$ cat config.mk
export PLATFORM = sky130hd
export DESIGN_NAME = stage_fabric_alloc
export DESIGN_NICKNAME = d
export VERILOG_FILES = /design/src/rtl/xbar_fabric_pkg.sv /design/src/rtl/stage_alloc.sv /design/src/rtl/xbar_delay.sv /design/src/rtl/xbar_route.sv /design/src/rtl/stage_fabric_alloc.sv
export SDC_FILE = /design/constraint.sdc
export NUM_CORES = 2
export LEC_CHECK = 0
export BUFFER_PORTS_ARGS = -buffer_cell sky130_fd_sc_hd__buf_2
export CAP_MARGIN = 15
export CORE_AREA = 10 10 432 434
export DETAILED_ROUTE_END_ITERATION = 12
export DIE_AREA = 0 0 442 444
export PLACE_DENSITY = 0.4
export REMOVE_ABC_BUFFERS = 1
export SLEW_MARGIN = 20
export SYNTH_ARGS = -nofsm -noshare
export SYNTH_HDL_FRONTEND = slang
export SYNTH_SLANG_ARGS = --single-unit
$ cat constraint.sdc
create_clock -name clk -period 13.3 [get_ports clk]
set_input_delay 1.33 -clock clk [delete_from_list [all_inputs] [get_ports clk]]
set_output_delay 1.33 -clock clk [all_outputs]
set_load 0.005 [all_outputs]
$ cat src/rtl/xbar_fabric_pkg.sv
// Shared definitions for the stage crossbar fabric.
// Assumes stage types are numbered in pipeline order, fetch first.
package xbar_fabric_pkg;
    typedef enum logic [2:0] {
        ST_FETCH  = 3'd0,
        ST_DECODE = 3'd1,
        ST_EXEC   = 3'd2,
        ST_MEM    = 3'd3,
        ST_WBACK  = 3'd4
    } stage_e;

    // Index of instance (stage s, core c) inside the fault mask.
    function automatic int inst_idx(input int s, input int c, input int n_cores);
        return s * n_cores + c;
    endfunction

    // Bit offset of the select field of pipeline k, stage s.
    function automatic int sel_off(input int k, input int s, input int n_stages, input int sel_w);
        return (k * n_stages + s) * sel_w;
    endfunction
endpackage

$ cat src/rtl/stage_alloc.sv
// Allocation engine: keeps the applied fault mask and derives, for every
// virtual pipeline, which core supplies each stage type. Pipeline k takes
// the k-th lowest healthy core of every type; the pipeline count is the
// minimum healthy count over all types. Assumes N_CORES >= 2.
module stage_alloc
    import xbar_fabric_pkg::*;
#(
    parameter int N_CORES  = 4,
    parameter int N_STAGES = 5,
    localparam int SEL_W   = $clog2(N_CORES),
    localparam int CNT_W   = $clog2(N_CORES + 1),
    localparam int MASK_W  = N_CORES * N_STAGES,
    localparam int PSEL_W  = N_CORES * N_STAGES * SEL_W
) (
    input  logic              clk,
    input  logic              rst_n,
    input  logic              reconf_i,
    input  logic [MASK_W-1:0] fault_mask_i,
    output logic [PSEL_W-1:0] pipe_sel_o,
    output logic [N_CORES-1:0] pipe_vld_o,
    output logic [CNT_W-1:0]  pipe_cnt_o,
    output logic              done_o
);
    logic [MASK_W-1:0] mask_q;
    logic [CNT_W-1:0]  hcnt [N_STAGES];
    logic [SEL_W-1:0]  raw  [N_STAGES][N_CORES];
    logic [CNT_W-1:0]  cnt;

    // Capture the mask on a strobe; out of reset everything counts as faulty.
    always_ff @(posedge clk) begin
        if (!rst_n) begin
            mask_q <= '1;
            done_o <= 1'b0;
        end else begin
            done_o <= reconf_i;
            if (reconf_i) mask_q <= fault_mask_i;
        end
    end

    // Rank healthy instances per stage type in ascending core order.
    always_comb begin
        for (int s = 0; s < N_STAGES; s++) begin
            hcnt[s] = '0;
            for (int k = 0; k < N_CORES; k++) raw[s][k] = '0;
            for (int c = 0; c < N_CORES; c++) begin
                if (!mask_q[inst_idx(s, c, N_CORES)]) begin
                    for (int k = 0; k < N_CORES; k++)
                        if (hcnt[s] == CNT_W'(k)) raw[s][k] = SEL_W'(c);
                    hcnt[s] = hcnt[s] + CNT_W'(1);
                end
            end
        end
    end

    // Pipeline count is the scarcest stage type.
    always_comb begin
        cnt = CNT_W'(N_CORES);
        for (int s = 0; s < N_STAGES; s++)
            if (hcnt[s] < cnt) cnt = hcnt[s];
    end

    // Drive selects and valids, clearing pipelines that cannot be built.
    always_comb begin
        for (int k = 0; k < N_CORES; k++) begin
            pipe_vld_o[k] = (CNT_W'(k) < cnt);
            for (int s = 0; s < N_STAGES; s++)
                pipe_sel_o[sel_off(k, s, N_STAGES, SEL_W) +: SEL_W] =
                    (CNT_W'(k) < cnt) ? raw[s][k] : '0;
        end
    end

    assign pipe_cnt_o = cnt;


    vld_count_chk: assert property (@(posedge clk) disable iff (!rst_n)
        $countones(pipe_vld_o) == int'(pipe_cnt_o));


    hold_cfg_chk: assert property (@(posedge clk) disable iff (!rst_n)
        !$past(reconf_i) |-> ($stable(pipe_sel_o) && $stable(pipe_cnt_o)));


    done_src_chk: assert property (@(posedge clk) disable iff (!rst_n)
        done_o |-> $past(reconf_i));

    genvar gk, gs;
    generate
        for (gk = 1; gk < N_CORES; gk++) begin : g_thermo

            vld_thermo_chk: assert property (@(posedge clk) disable iff (!rst_n)
                pipe_vld_o[gk] |-> pipe_vld_o[gk-1]);
        end
        for (gk = 0; gk < N_CORES; gk++) begin : g_pk
            for (gs = 0; gs < N_STAGES; gs++) begin : g_ps

                no_dead_sel_chk: assert property (@(posedge clk) disable iff (!rst_n)
                    pipe_vld_o[gk] |-> !mask_q[gs * N_CORES +
                        int'(pipe_sel_o[sel_off(gk, gs, N_STAGES, SEL_W) +: SEL_W])]);
            end
        end
    endgenerate
endmodule

$ cat src/rtl/xbar_delay.sv
// Register chain of LAT stages carrying a payload and its valid bit
// together, so that valid never drifts from its data. Assumes LAT >= 1.
module xbar_delay #(
    parameter int W   = 32,
    parameter int LAT = 1
) (
    input  logic         clk,
    input  logic         rst_n,
    input  logic [W-1:0] in_data,
    input  logic         in_vld,
    output logic [W-1:0] out_data,
    output logic         out_vld
);
    logic [W:0] stg_q [LAT];

    // Shift valid and data through the latency stages.
    always_ff @(posedge clk) begin
        if (!rst_n) begin
            for (int i = 0; i < LAT; i++) stg_q[i] <= '0;
        end else begin
            stg_q[0] <= {in_vld, in_data};
            for (int i = 1; i < LAT; i++) stg_q[i] <= stg_q[i-1];
        end
    end

    assign out_vld  = stg_q[LAT-1][W];
    assign out_data = stg_q[LAT-1][W-1:0];

    generate
        if (LAT == 1) begin : g_l1

            vld_lat1_chk: assert property (@(posedge clk) disable iff (!rst_n)
                in_vld |=> out_vld);
        end else if (LAT == 2) begin : g_l2

            vld_lat2_chk: assert property (@(posedge clk) disable iff (!rst_n)
                (in_vld && $past(rst_n)) |=> ##1 out_vld);
        end
    endgenerate
endmodule

$ cat src/rtl/xbar_route.sv
// One inter-stage crossbar. For each destination core it finds the valid
// pipeline whose next-stage instance lives there and selects the payload
// of that pipeline's current-stage core, then delays it by LAT registers.
// Destinations that no pipeline uses get zero payload and zero valid.
module xbar_route
    import xbar_fabric_pkg::*;
#(
    parameter int N_CORES  = 4,
    parameter int N_STAGES = 5,
    parameter int DATA_W   = 32,
    parameter int LAT      = 1,
    parameter int BND      = 0,
    localparam int SEL_W   = $clog2(N_CORES),
    localparam int CNT_W   = $clog2(N_CORES + 1),
    localparam int PSEL_W  = N_CORES * N_STAGES * SEL_W
) (
    input  logic                        clk,
    input  logic                        rst_n,
    input  logic [PSEL_W-1:0]           pipe_sel,
    input  logic [N_CORES-1:0]          pipe_vld,
    input  logic [CNT_W-1:0]            pipe_cnt,
    input  logic [N_CORES*DATA_W-1:0]   src_data,
    input  logic [N_CORES-1:0]          src_vld,
    output logic [N_CORES*DATA_W-1:0]   dst_data,
    output logic [N_CORES-1:0]          dst_vld
);
    logic [N_CORES-1:0] hit;
    logic [N_CORES-1:0] claim  [N_CORES];
    logic [SEL_W-1:0]   srcsel [N_CORES];
    logic [DATA_W-1:0]  mux_d  [N_CORES];
    logic [N_CORES-1:0] mux_v;

    // Map each destination core to its source core through the pipelines.
    always_comb begin
        for (int d = 0; d < N_CORES; d++) begin
            hit[d]    = 1'b0;
            srcsel[d] = '0;
            for (int k = 0; k < N_CORES; k++) begin
                claim[d][k] = pipe_vld[k] &&
                    (pipe_sel[sel_off(k, BND + 1, N_STAGES, SEL_W) +: SEL_W] == SEL_W'(d));
                if (claim[d][k]) begin
                    hit[d]    = 1'b1;
                    srcsel[d] = pipe_sel[sel_off(k, BND, N_STAGES, SEL_W) +: SEL_W];
                end
            end
        end
    end

    // Select payload per destination, gated off when unused.
    always_comb begin
        for (int d = 0; d < N_CORES; d++) begin
            mux_d[d] = hit[d] ? src_data[int'(srcsel[d]) * DATA_W +: DATA_W] : '0;
            mux_v[d] = hit[d] && src_vld[int'(srcsel[d])];
        end
    end

    genvar gd;
    generate
        for (gd = 0; gd < N_CORES; gd++) begin : g_dst
            xbar_delay #(.W(DATA_W), .LAT(LAT)) u_dly (
                .clk      (clk),
                .rst_n    (rst_n),
                .in_data  (mux_d[gd]),
                .in_vld   (mux_v[gd]),
                .out_data (dst_data[gd*DATA_W +: DATA_W]),
                .out_vld  (dst_vld[gd])
            );

            one_claim_chk: assert property (@(posedge clk) disable iff (!rst_n)
                $onehot0(claim[gd]));
        end
    endgenerate


    used_dst_chk: assert property (@(posedge clk) disable iff (!rst_n)
        $countones(hit) == int'(pipe_cnt));
endmodule

$ cat src/rtl/stage_fabric_alloc.sv
// Top of the fault-aware stage fabric: an allocation engine feeding one
// crossbar per stage boundary. Source slot b*N_CORES+c is the stage-b
// output of core c; destination slot b*N_CORES+d is the stage-(b+1) input
// of core d. Assumes N_STAGES >= 2 and XBAR_LAT >= 1.
module stage_fabric_alloc #(
    parameter int N_CORES  = 4,
    parameter int N_STAGES = 5,
    parameter int DATA_W   = 32,
    parameter int XBAR_LAT = 1,
    localparam int SEL_W   = $clog2(N_CORES),
    localparam int CNT_W   = $clog2(N_CORES + 1),
    localparam int MASK_W  = N_CORES * N_STAGES,
    localparam int PSEL_W  = N_CORES * N_STAGES * SEL_W,
    localparam int N_BND   = N_STAGES - 1,
    localparam int SLOTS   = N_BND * N_CORES
) (
    input  logic                      clk,
    input  logic                      rst_n,
    input  logic                      reconf_i,
    input  logic [MASK_W-1:0]         fault_mask_i,
    output logic [PSEL_W-1:0]         pipe_sel_o,
    output logic [N_CORES-1:0]        pipe_vld_o,
    output logic [CNT_W-1:0]          pipe_cnt_o,
    output logic                      reconf_done_o,
    input  logic [SLOTS*DATA_W-1:0]   src_data_i,
    input  logic [SLOTS-1:0]          src_vld_i,
    output logic [SLOTS*DATA_W-1:0]   dst_data_o,
    output logic [SLOTS-1:0]          dst_vld_o
);
    stage_alloc #(.N_CORES(N_CORES), .N_STAGES(N_STAGES)) u_alloc (
        .clk          (clk),
        .rst_n        (rst_n),
        .reconf_i     (reconf_i),
        .fault_mask_i (fault_mask_i),
        .pipe_sel_o   (pipe_sel_o),
        .pipe_vld_o   (pipe_vld_o),
        .pipe_cnt_o   (pipe_cnt_o),
        .done_o       (reconf_done_o)
    );

    genvar gb;
    generate
        for (gb = 0; gb < N_BND; gb++) begin : g_bnd
            xbar_route #(
                .N_CORES (N_CORES),
                .N_STAGES(N_STAGES),
                .DATA_W  (DATA_W),
                .LAT     (XBAR_LAT),
                .BND     (gb)
            ) u_xbar (
                .clk      (clk),
                .rst_n    (rst_n),
                .pipe_sel (pipe_sel_o),
                .pipe_vld (pipe_vld_o),
                .pipe_cnt (pipe_cnt_o),
                .src_data (src_data_i[gb*N_CORES*DATA_W +: N_CORES*DATA_W]),
                .src_vld  (src_vld_i[gb*N_CORES +: N_CORES]),
                .dst_data (dst_data_o[gb*N_CORES*DATA_W +: N_CORES*DATA_W]),
                .dst_vld  (dst_vld_o[gb*N_CORES +: N_CORES])
            );
        end
    endgenerate
endmodule

==> run metrics <==
Site Rows=155; Worst-Margin Slew=between 1000 and 1500 ps; Tot Pwr=6.93 mW; Setup crit end kind=flop; number of antenna violations at the first check in global routing=119; cells resized by post-CTS repair=0; RSZ-0062 raised after global routing=false; Hold Crit Endpoint=u_alloc.mask_q[1]; Iter 0 DRT Violations=1,969; CP peak stage delay=approximately 700 ps; post-route setup slack=2710 ps; PortBufs=1,126; io pins=about 1,100; Max Freq=0.0944 GHz; Layout area overhead=34.2%; Yosys warning count=0; Seq/Total Area, Yosys=between 30% and 40%; Clock Root Buffer=clkbuf_16; FF+latch count, synth=549; Relative slew margins=approximately a quarter; Final Skew=around 40 ps; hold crit path type=flop to flop; Top Family by Delay on Critical Path=compound AO/OA/AOI/OAI gates; H-tree lvl count=3; Max Cap Viol=0; Fillers=19,500; post-synthesis cell type count=between 80 and 90; first drt pass iteration count=5; Final Critical Period=10,590 ps; cell mode on critical path=ha_1; Worst Hold Launch=u_alloc.mask_q[1]; Syn Inst Count=3,090; die height=~440 um; startpoint types=flop; GR Util All Layers=18.1%; prevailing post-synth register cell=dfxtp_1; Crit path buffers/inverters=5; Final period util=79.7%; die area=196,000 um2; Clock Latency Late Sink=710 ps; Final #Nets=4,701; TritonCTS clock tree=built; CP required=13,840 ps; Num Clock Sinks=549; WL per Instance=roughly 29 um; CP max-delay cell=buf_4; Post-DP HPWL=144,000 um; R2R depth=36; critical path type=flop to flop; clock slew at the register clock pins of the worst setup and hold paths=about 50 ps; DR DRC count=0; Via density=around 4.7; vias in the first global route=31,200; Peak VDD IR=between 0.15 and 0.2 mV; layout cells sized above 1=about a third; Pins Over Slew Limit=0; cell area after synthesis=30,900 um2; via count=between 30,000 and 40,000; status=finished clean; total grt overflow=0; Place WS=2960 ps; P_leak=21.5 nW; Initial Utilization=17.4%; final RePlAce weighted congestion=0.865; average size of a mapped cell=9.99 um2; Hold Path Cell Cnt=2; asr flop ratio synth=0%; WP data arrival=between 10,000 and 15,000 ps; Core ar.=178,000 um2; Post-CTS Setup Inserts=0; CTS Buf Count=74; Crit Reg-Reg Endpoint=g_bnd[3].u_xbar.g_dst[3].u_dly.stg_q[0][16]; pwr/cell area=between 150 and 200 nW/um2; r2r startpoint=u_alloc.mask_q[0]; largest net degree at the start of global routing=67; CTS Hold Buffers Added=0; R2R setup slack=2710 ps; Die Width=442 um; WL final=~190,000 um; Post-synth EDFFs=0; ANT nets after route=0; first-pass GRT wire length=258,000 um; buffer depth of the longest clock path=3; endpoints failing hold=0; # setup viols final=0; Max Fanout on Critical Path=42
-- registers in the layout (all words and copies together) (netlist names) --
name,cells
u_alloc.done_o,1
g_bnd.u_xbar.g_dst.u_dly.stg_q,528
u_alloc.mask_q,20
-- Yosys cell counts (6+ instances only) --
| cell type | count | area share [%] |
|---|---|---|
| clkbuf_1 | 105 | 1.3 |
| o31ai_1 | 9 | 0.22 |
| nor2b_1 | 19 | 0.38 |
| nand2_1 | 94 | 1.1 |
| o21ai_0 | 25 | 0.41 |
| and2_1 | 41 | 0.83 |
| o22ai_1 | 466 | 9.4 |
| a31oi_1 | 11 | 0.22 |
| nor3_1 | 23 | 0.37 |
| nand2b_1 | 8 | 0.16 |
| o211ai_1 | 22 | 0.53 |
| nor4_1 | 10 | 0.20 |
| buf_4 | 67 | 1.6 |
| a21o_1 | 16 | 0.39 |
| a22oi_1 | 38 | 0.92 |
| nor2_1 | 99 | 1.2 |
| buf_6 | 11 | 0.40 |
| nand3_1 | 26 | 0.42 |
| mux2i_1 | 936 | 30 |
| o21a_1 | 8 | 0.19 |
| buf_1 | 9 | 0.11 |
| mux4_2 | 33 | 2.4 |
| dfxtp_1 | 549 | 36 |
| ha_1 | 64 | 2.6 |
| and3_1 | 6 | 0.12 |
| inv_1 | 65 | 0.79 |
| buf_2 | 78 | 1.3 |
| o21ai_1 | 9 | 0.15 |
| nor3_2 | 6 | 0.19 |
| or2_2 | 7 | 0.14 |
| a21oi_1 | 73 | 1.2 |
| a221oi_1 | 34 | 0.96 |
-- tightest hold or removal path, stage by stage, from the launching register on --
cell and delay (ps):
dfxtp_1 330, inv_1 120, o211ai_1 90
-- layer usage --
layer / routed length [um] / vias up / part of all wire (%) / track usage [%]
li1: - / 13800 / - / -
met1: 72000 / 15500 / 38 / 19.9
met2: 93700 / 1271 / 50 / 31.7
met3: 13300 / 373 / 7.1 / 5.39
met4: 9820 / 48 / 5.2 / 8.85
met5: 326 / - / 0.17 / 0
-- how the worst max path moves through the flow --
stage	startpoint	endpoint	slack, ps	cells after the start
floorplan	u_alloc.mask_q[0]	g_bnd[3].u_xbar.g_dst[0].u_dly.stg_q[0][30]	-1210	34
global placement	u_alloc.mask_q[0]	g_bnd[3].u_xbar.g_dst[3].u_dly.stg_q[0][30]	3250	36
global route	u_alloc.mask_q[0]	g_bnd[3].u_xbar.g_dst[3].u_dly.stg_q[0][16]	1970	38
CTS	u_alloc.mask_q[0]	g_bnd[3].u_xbar.g_dst[3].u_dly.stg_q[0][22]	2950	36
detailed placement	u_alloc.mask_q[0]	g_bnd[3].u_xbar.g_dst[3].u_dly.stg_q[0][16]	2960	36
finish	u_alloc.mask_q[0]	g_bnd[3].u_xbar.g_dst[3].u_dly.stg_q[0][16]	2710	36
-- power breakdown --
part	internal, mW	total, mW	switching (mW)	leakage (nW)
Sequential	1.88	1.97	0.0917	4.46
Clock	1.24	2.13	0.885	1.24
Combinational	1.06	2.84	1.78	15.8
Total	4.18	6.93	2.75	21.5
-- placed cells by master (no fill, tap or decap), types with 12 or more instances in the layout --
cell and n:
nor2_1 99, and2_1 41, o22ai_1 466, nand2_1 92, o211ai_1 22, nor2b_1 19, clkbuf_1 18, o21ai_0 25
buf_2 1126, nor3_1 23, a22oi_1 38, inv_1 65, a21oi_1 70, diode_2 51, a221oi_1 34, ha_1 64
dfxtp_1 549, mux4_2 33, buf_4 60, mux2i_1 936, a21o_1 16, clkbuf_16 76, clkinv_2 12, nand3_1 25
-- cells by family after synthesis --
kind of cell / share of synthesized area (%)
DFF: 35.6
xor gates and xnor gates: 0.142
muxes: 33.0
adders and majority gates: 2.92
buffers and inverters: 5.58
and+or+nand+nor: 6.00
AOI/OAI and AO/OA: 16.7
-- final cells by class --
type / count / area, um2 / area share, %
Sequential cell: 549 / 11000 / 26.5
Tap cell: 2355 / 2950 / 7.11
Timing Repair Buffer: 1187 / 6110 / 14.7
Inverter: 68 / 255 / 0.616
Clock buffer: 104 / 2110 / 5.08
Clock inverter: 32 / 435 / 1.05
Antenna cell: 51 / 128 / 0.308
Multi-Input combinational cell: 2201 / 18500 / 44.6
-- per-stage QoR --
stage	util (%)	std cells	setup TNS (ps)	instance area (um2)	hold WS, ps
2_1_floorplan	-	2818	-136190	29400	548
3_3_place_gp	21.8	6360	0	38800	588
3_5_place_dp	21.8	6360	0	38800	600
4_1_cts	23.2	6496	0	41300	611
5_1_grt	23.3	6532	0	41400	673
6_report	23.3	6547	0	41400	605
(Power assumes the default switching activity.)
